### src/rtl/fbg_pkg.sv
// Package: register offsets and field layout shared by the tick generator.
package fbg_pkg;
    localparam int DATA_W     = 16;
    localparam int FRAC_W     = 4;
    localparam int FRAC_LSB   = 4;
    localparam logic [7:0] OFF_IR_FRAC = 8'h22;
    localparam logic [7:0] OFF_IR_CNT  = 8'h24;
    localparam logic [7:0] OFF_UA_FRAC = 8'h3C;
    localparam logic [7:0] OFF_UA_CNT  = 8'h3E;
endpackage

### src/rtl/fbg_frac_div.sv
// Fractional divider: emits one tick per period of (div_m1 + 1) clocks, with
// selected periods stretched by one clock as a FRAC_W-bit accumulator carries.
// Assumes div_m1 and frac change only together with restart.
module fbg_frac_div #(
    parameter int CNT_W  = 4,
    parameter int FRAC_W = 4
) (
    input  logic              clk,
    input  logic              rst_n,
    input  logic              restart,
    input  logic [CNT_W-1:0]  div_m1,
    input  logic [FRAC_W-1:0] frac,
    output logic              tick
);
    logic [CNT_W:0]  pos;
    logic [CNT_W:0]  last;
    logic [FRAC_W-1:0] acc;
    logic [FRAC_W:0]   acc_sum;
    logic            ext;

    // End value of the current period, including a pending stretch.
    always_comb begin
        last    = {1'b0, div_m1} + {{CNT_W{1'b0}}, ext};
        acc_sum = {1'b0, acc} + {1'b0, frac};
    end

    assign tick = (pos == last);

    // Period counter, accumulator and stretch flag.
    always_ff @(posedge clk) begin
        if (!rst_n || restart) begin
            pos <= '0;
            acc <= '0;
            ext <= 1'b0;
        end else if (tick) begin
            pos <= '0;
            acc <= acc_sum[FRAC_W-1:0];
            ext <= acc_sum[FRAC_W];
        end else begin
            pos <= pos + 1'b1;
        end
    end

    p_pos_bound_r1: assert property (@(posedge clk) disable iff (!rst_n)
        pos <= last);
    p_restart_clears_r4: assert property (@(posedge clk) disable iff (!rst_n)
        restart |=> (pos == '0) && (acc == '0) && !ext);
    p_stretch_at_edge_r2: assert property (@(posedge clk) disable iff (!rst_n)
        !$stable(ext) |-> $past(tick || restart));
endmodule

### src/rtl/fbg_bit_tick.sv
// Bit boundary marker: counts oversampling ticks and flags every OSR-th one.
// Assumes OSR is a power of two of at least 2.
module fbg_bit_tick #(
    parameter int OSR = 16
) (
    input  logic clk,
    input  logic rst_n,
    input  logic restart,
    input  logic os_tick,
    output logic bit_tick
);
    localparam int OW = $clog2(OSR);
    localparam logic [OW-1:0] OLAST = OW'(OSR - 1);

    logic [OW-1:0] oc;

    assign bit_tick = os_tick && (oc == OLAST);

    // Oversample position within the current bit.
    always_ff @(posedge clk) begin
        if (!rst_n || restart) begin
            oc <= '0;
        end else if (os_tick) begin
            oc <= (oc == OLAST) ? '0 : oc + 1'b1;
        end
    end

    p_bit_with_os_r6: assert property (@(posedge clk) disable iff (!rst_n)
        bit_tick |-> os_tick);
endmodule

### src/rtl/fbg_regs.sv
// Register decode: holds both channels' settings and raises per-channel
// restart strobes. Refuses a zero infrared setting and records it.
// Assumes UA_CNT_W <= 8 and IR_CNT_W <= FRAC_LSB.
module fbg_regs
    import fbg_pkg::*;
#(
    parameter int ADDR_W   = 8,
    parameter int IR_CNT_W = 4,
    parameter int UA_CNT_W = 8
) (
    input  logic                clk,
    input  logic                rst_n,
    input  logic                bus_wr,
    input  logic [ADDR_W-1:0]   bus_addr,
    input  logic [DATA_W-1:0]   bus_wdata,
    output logic [IR_CNT_W-1:0] ir_div_m1,
    output logic [FRAC_W-1:0]   ir_frac,
    output logic [UA_CNT_W-1:0] ua_div_m1,
    output logic [FRAC_W-1:0]   ua_frac,
    output logic                ir_restart,
    output logic                ua_restart,
    output logic                cfg_err
);
    logic hit_ir_frac, hit_ir_cnt, hit_ua_frac, hit_ua_cnt, ir_zero;
    logic [FRAC_W-1:0] wfrac;
    logic unused_hi_bits;

    assign unused_hi_bits = ^bus_wdata[DATA_W-1:8];
    assign wfrac = bus_wdata[FRAC_LSB +: FRAC_W];

    // Address decode and restart strobes.
    always_comb begin
        hit_ir_frac = bus_wr && (bus_addr == ADDR_W'(OFF_IR_FRAC));
        hit_ir_cnt  = bus_wr && (bus_addr == ADDR_W'(OFF_IR_CNT));
        hit_ua_frac = bus_wr && (bus_addr == ADDR_W'(OFF_UA_FRAC));
        hit_ua_cnt  = bus_wr && (bus_addr == ADDR_W'(OFF_UA_CNT));
        ir_zero     = hit_ir_cnt && (bus_wdata[IR_CNT_W-1:0] == '0);
        ir_restart  = hit_ir_frac || (hit_ir_cnt && !ir_zero);
        ua_restart  = hit_ua_frac || hit_ua_cnt;
    end

    // Setting storage and sticky error flag.
    always_ff @(posedge clk) begin
        if (!rst_n) begin
            ir_div_m1 <= IR_CNT_W'(1);
            ir_frac   <= '0;
            ua_div_m1 <= UA_CNT_W'(1);
            ua_frac   <= '0;
            cfg_err   <= 1'b0;
        end else begin
            if (hit_ir_frac) ir_frac <= wfrac;
            if (hit_ir_cnt && !ir_zero) ir_div_m1 <= bus_wdata[IR_CNT_W-1:0];
            if (hit_ua_frac) ua_frac <= wfrac;
            if (hit_ua_cnt) ua_div_m1 <= bus_wdata[UA_CNT_W-1:0];
            if (ir_zero) cfg_err <= 1'b1;
        end
    end

    p_ir_nonzero_r3: assert property (@(posedge clk) disable iff (!rst_n)
        ir_div_m1 != '0);
    p_zero_refused_r3: assert property (@(posedge clk) disable iff (!rst_n)
        ir_zero |=> (ir_div_m1 == $past(ir_div_m1)) && cfg_err);
    p_err_sticky_r3: assert property (@(posedge clk) disable iff (!rst_n)
        cfg_err |=> cfg_err);
endmodule

### src/rtl/fracbaud_gen.sv
// Top: two fractional tick channels (infrared reference, UART oversample)
// plus the UART bit boundary marker, programmed over a 16-bit write bus.
module fracbaud_gen
    import fbg_pkg::*;
#(
    parameter int ADDR_W   = 8,
    parameter int IR_CNT_W = 4,
    parameter int UA_CNT_W = 8,
    parameter int OSR      = 16
) (
    input  logic              clk,
    input  logic              rst_n,
    input  logic              bus_wr,
    input  logic [ADDR_W-1:0] bus_addr,
    input  logic [DATA_W-1:0] bus_wdata,
    output logic              ir_tick,
    output logic              os_tick,
    output logic              bit_tick,
    output logic              cfg_err
);
    logic [IR_CNT_W-1:0] ir_div_m1;
    logic [UA_CNT_W-1:0] ua_div_m1;
    logic [FRAC_W-1:0]   ir_frac, ua_frac;
    logic                ir_restart, ua_restart;

    fbg_regs #(.ADDR_W(ADDR_W), .IR_CNT_W(IR_CNT_W), .UA_CNT_W(UA_CNT_W)) i_regs (
        .clk(clk), .rst_n(rst_n), .bus_wr(bus_wr), .bus_addr(bus_addr),
        .bus_wdata(bus_wdata), .ir_div_m1(ir_div_m1), .ir_frac(ir_frac),
        .ua_div_m1(ua_div_m1), .ua_frac(ua_frac), .ir_restart(ir_restart),
        .ua_restart(ua_restart), .cfg_err(cfg_err)
    );

    fbg_frac_div #(.CNT_W(IR_CNT_W), .FRAC_W(FRAC_W)) i_ir_div (
        .clk(clk), .rst_n(rst_n), .restart(ir_restart), .div_m1(ir_div_m1),
        .frac(ir_frac), .tick(ir_tick)
    );

    fbg_frac_div #(.CNT_W(UA_CNT_W), .FRAC_W(FRAC_W)) i_ua_div (
        .clk(clk), .rst_n(rst_n), .restart(ua_restart), .div_m1(ua_div_m1),
        .frac(ua_frac), .tick(os_tick)
    );

    fbg_bit_tick #(.OSR(OSR)) i_bit (
        .clk(clk), .rst_n(rst_n), .restart(ua_restart), .os_tick(os_tick),
        .bit_tick(bit_tick)
    );
endmodule

### config.mk
export PLATFORM = sky130hd
export DESIGN_NAME = fracbaud_gen
export DESIGN_NICKNAME = d
export VERILOG_FILES = /design/src/rtl/fbg_pkg.sv /design/src/rtl/fbg_frac_div.sv /design/src/rtl/fbg_bit_tick.sv /design/src/rtl/fbg_regs.sv /design/src/rtl/fracbaud_gen.sv
export SDC_FILE = /design/constraint.sdc
export NUM_CORES = 1
export LEC_CHECK = 0
export ABC_CLOCK_PERIOD_IN_PS = 4000
export BUFFER_PORTS_ARGS = -buffer_cell sky130_fd_sc_hd__buf_2
export CAP_MARGIN = 30
export CORE_ASPECT_RATIO = 0.7
export CORE_MARGIN = 1.5
export CORE_UTILIZATION = 54
export CTS_BUF_LIST = sky130_fd_sc_hd__clkbuf_4
export CTS_CLUSTER_DIAMETER = 30
export DETAILED_ROUTE_END_ITERATION = 7
export PLACE_DENSITY = 0.86
export SETUP_SLACK_MARGIN = 0.15
export SYNTH_ARGS = -nofsm -noshare
export SYNTH_HDL_FRONTEND = slang
export SYNTH_HIERARCHICAL = 1
export SYNTH_SLANG_ARGS = --single-unit
### constraint.sdc
create_clock -name clk -period 4 [get_ports clk]
set_input_delay 0.4 -clock clk [delete_from_list [all_inputs] [get_ports clk]]
set_output_delay 0.4 -clock clk [all_outputs]
set_load 0.01 [all_outputs]
==> impl_table.tex <==
\begin{tabular}{lr}
\hline
Metric & Value \\
\hline
\multicolumn{2}{l}{\textbf{Run status}} \\
\quad Run status & finished clean \\
\multicolumn{2}{l}{\textbf{Global routing}} \\
\quad Global routing usage summed across all routing layers & 0.221 \\
\quad First-pass GRT wire length & around 9700 um \\
\quad Antenna violations before repair & 0 \\
\quad Pin count of the biggest net entering global routing & 34 \\
\quad GRT Residual Overflow & 0 \\
\quad Vias in the first global route & about 2100 \\
\multicolumn{2}{l}{\textbf{Job}} \\
\quad Max-cap violation count & 0 \\
\multicolumn{2}{l}{\textbf{Timing}} \\
\quad Share of the clock period used by the worst path after layout & 0.866 \\
\quad Setup slack after layout & about 530 ps \\
\quad Pins Over Slew Limit & 0 \\
\quad Slew headroom & 0.401 \\
\quad Final count of hold timing violations & 0 \\
\quad Slew of the pin with the lowest slew margin & slightly below 900 ps \\
\quad Post-route setup TNS & 0 ps \\
\quad Worst hold-check slack & 331 ps \\
\quad Setup Skew & around 16 ps \\
\quad Setup repair after global routing missed its margin & no \\
\quad Maximum clock frequency & between 0.2 and 0.3 GHz \\
\quad Post-layout min period & about 3500 ps \\
\quad Number of setup violations in the final report & 0 \\
\multicolumn{2}{l}{\textbf{Setup path}} \\
\quad Path type of the worst setup path & flip-flop to output pin \\
\quad Capturing element type of the critical path & output pin \\
\quad Ordered cell list for the critical path & ha\_1 > ha\_1 > o21ba\_2 > a221oi\_2 > o32ai\_1 > a311o\_2 > inv\_2 > nand2\_1 > nor2\_1 > buf\_2 \\
\quad Arrival time worst endpoint & just over 3000 ps \\
\quad Slowest cell on the critical path & sky130\_fd\_sc\_hd\_\_a311o\_2 \\
\quad Worst Path Required & around 3600 ps \\
\quad CP Buf/Inv Count & 2 \\
\quad Crit path launch type & flip-flop \\
\quad Crit-path most repeated cell & sky130\_fd\_sc\_hd\_\_ha\_1 \\
\quad Critical Path Fanout Max & 16 \\
\quad Delay-heaviest family, CP & compound AO/OA/AOI/OAI gates \\
\quad Biggest cell delay along the critical path & $\sim$430 ps \\
\multicolumn{2}{l}{\textbf{CTS}} \\
\quad Total clock buffers created by CTS & 5 \\
\quad Resize count post-CTS & 0 \\
\quad H-tree levels & 2 \\
\quad Root Buffer & sky130\_fd\_sc\_hd\_\_clkbuf\_4 \\
\quad Clock Sink Count & 49 \\
\quad Post CTS Setup Buffer Count & 0 \\
\quad Quantity of hold-fixing buffers added after cts & 0 \\
\quad CTS tree & yes \\
\quad Clock input transition at the sequential cells of the worst setup and hold paths & 140 ps \\
\quad Worst skew pair latency & 360 ps \\
\quad Buffer depth of the longest clock path & 2 \\
\multicolumn{2}{l}{\textbf{Die}} \\
\quad I/O pin total & 31 \\
\quad Die width & 88.3 um \\
\quad Row Count & 21 \\
\quad Die height & approximately 63 um \\
\quad Area enclosed by the die boundary & between 0.005 and 0.006 mm2 \\
\quad Floorplan core area & approximately 0.0048 mm2 \\
\quad Initial standard-cell utilization of the core & 0.569 \\
\multicolumn{2}{l}{\textbf{Place}} \\
\quad HPWL Detailed & between 4000 and 5000 um \\
\quad Weighted congestion reported at the end of routability-driven placement & $\sim$0.8 \\
\quad IO Port Bufs & 22 \\
\quad Minimum setup slack after placement & just under 1000 ps \\
\multicolumn{2}{l}{\textbf{Cells and area}} \\
\quad Synthesis-to-finish area growth & 7.45\% \\
\quad Final nets & 360 \\
\quad Diodes inserted & 0 \\
\quad Share of post-route cells with drive strength above 1 & 0.145 \\
\quad Fillers & 420 \\
\multicolumn{2}{l}{\textbf{Synthesis}} \\
\quad Synthesized Nets & roughly 340 \\
\quad Number of synthesized register bits & just under 50 \\
\quad Mapped Area & approximately 0.0028 mm2 \\
\quad Async SR Flop Fraction & 0 \\
\quad Post-synth top flop & sky130\_fd\_sc\_hd\_\_dfxtp\_1 \\
\quad Mean post-synth cell area & slightly above 9 um2 \\
\quad Post-Synthesis Cells & approximately 300 \\
\quad EDFF count, synth & 0 \\
\quad YS warnings & 6 \\
\quad Post-synth cell types & 57 \\
\quad Sequential element share of the synthesized area & 0.356 \\
\multicolumn{2}{l}{\textbf{Routing}} \\
\quad Routed via count divided by cell count & $\sim$5.7 \\
\quad Vias after detailed routing & around 2200 \\
\quad Count of TritonRoute iterations in the first routing pass & 4 \\
\quad Routed length per instance & around 15 um \\
\quad Number of remaining DRC errors & 0 \\
\quad Violation count after the first detailed-route iteration & around 130 \\
\quad Post-route ant nets & 0 \\
\quad WL final & roughly 5600 um \\
\multicolumn{2}{l}{\textbf{Pwr}} \\
\quad Total Power & around 1 mW \\
\quad Ratio of total power to cell area & between 300 and 400 mW/mm2 \\
\quad Maximum resistive drop on vdd & approximately 0.13 mV \\
\quad Leakage power of the design & about 1.1 nW \\
\multicolumn{2}{l}{\textbf{Worst hold path}} \\
\quad Type of the most critical hold path & input pin to flip-flop \\
\hline
\end{tabular}
-- routing by layer --
layer	up-vias	GRT usage	routed length (um)
met5	-	0	0
met4	0	0.0723	103
met3	10	0.0476	304
met2	62	0.326	2440
met1	1044	0.318	2770
li1	1094	-	-
-- where the power goes --
group,internal [mW],total [mW],switching [mW]
Clock,0.0640,0.220,0.156
Sequential,0.514,0.540,0.0254
Combinational,0.108,0.252,0.144
-- sequential cells by signal, indices dropped and copies added (netlist names) --
name / cells
i_bit/oc: 4
i_ir_div/acc: 4
i_ir_div/ext: 1
i_ir_div/pos: 5
i_regs/cfg_err: 1
i_regs/ir_div_m1: 4
i_regs/ir_frac: 4
i_regs/ua_div_m1: 8
i_regs/ua_frac: 4
i_ua_div/acc: 4
i_ua_div/ext: 1
i_ua_div/pos: 9
-- cell type report --
cell class                      instances  area [um2]  area share
Inverter                               12        45.0      0.0152
Clock inverter                          3        12.5     0.00423
Sequential cell                        49         981       0.332
Clock buffer                            5        37.5      0.0127
Tap cell                               69        86.3      0.0292
Timing Repair Buffer                   22         110      0.0372
Multi-Input combinational cell        226        1690       0.570
-- through the flow --
stage	cell area, um2	instances	utilization
after floorplan	2750	295	-
after global placement	2910	378	0.601
after detailed placement	2910	378	0.601
after CTS	2960	386	0.612
after global routing	2960	386	0.612
final	2960	386	0.612
-- final timing paths --
path                                                       start                                to  slack (ps)  cells past startpoint
worst max-delay path            i_regs/ua_div_m1[0]$_SDFFE_PN1P_                          bit_tick         530                     10
worst min-delay path                                bus_wdata[2]  i_regs/ua_div_m1[2]$_SDFFE_PN0P_         330                      3
worst max register to register  i_regs/ua_div_m1[0]$_SDFFE_PN1P_          i_bit/oc[3]$_SDFFE_PP0P_        1290                     10
worst min register to register      i_ua_div/acc[0]$_SDFFE_PP0N_      i_ua_div/acc[0]$_SDFFE_PP0N_         480                      2
-- cells by family after synthesis --
family	share of synthesized area
xor+xnor	0.0973
flops	0.356
simple gates	0.263
compound gates	0.0859
mux	0.0836
buf+inv	0.0314
fa+ha+maj	0.0827
-- synthesized netlist by cell type (4+ instances only) --
cell                       count  area share
sky130_fd_sc_hd__nor4_1        4      0.0091
sky130_fd_sc_hd__nand3_1      16       0.029
sky130_fd_sc_hd__mux2i_1      23       0.084
sky130_fd_sc_hd__nor2_1        9       0.012
sky130_fd_sc_hd__o21ai_0       5      0.0091
sky130_fd_sc_hd__nand2b_1      7       0.016
sky130_fd_sc_hd__nand2_1      43       0.059
sky130_fd_sc_hd__xnor2_1      17       0.054
sky130_fd_sc_hd__nor3_1       13       0.024
sky130_fd_sc_hd__inv_1        11       0.015
sky130_fd_sc_hd__ha_1         15       0.068
sky130_fd_sc_hd__clkbuf_1      5      0.0068
sky130_fd_sc_hd__xor2_1       11       0.035
sky130_fd_sc_hd__a21oi_1       6       0.011
sky130_fd_sc_hd__dfxtp_1      49        0.36
sky130_fd_sc_hd__a31oi_1       4      0.0091
-- cell usage in the layout, fill, tap and decap left out, drive strengths merged, types with 2 or more instances in the layout --
| master | n |
|---|---|
| ha | 15 |
| buf | 22 |
| nor3b | 3 |
| nand3b | 2 |
| nand2 | 43 |
| a211oi | 2 |
| nor4 | 5 |
| clkinv | 3 |
| xnor2 | 17 |
| o22ai | 3 |
| nand2b | 7 |
| nand4 | 2 |
| mux2i | 23 |
| nand4bb | 3 |
| nor2b | 3 |
| a31oi | 4 |
| dfxtp | 49 |
| nor2 | 9 |
| o21a | 2 |
| inv | 12 |
| nor3 | 16 |
| or4b | 2 |
| a21oi | 6 |
| nor4b | 2 |
| clkbuf | 5 |
| and3 | 4 |
| fa | 2 |
| nand3 | 18 |
| xor2 | 11 |
| o21ai | 5 |
-- worst register-to-register path, delay by kind of cell (launching register included) --
kind | cells | cell delay [ps]
AO/OA/AOI/OAI | 4 | 1040
adder cells (fa/ha/maj) | 2 | 540
buffers and inverters | 1 | 270
flip-flops | 1 | 340
AND/OR/NAND/NOR | 3 | 420
Power figures use the tool's default switching activity.
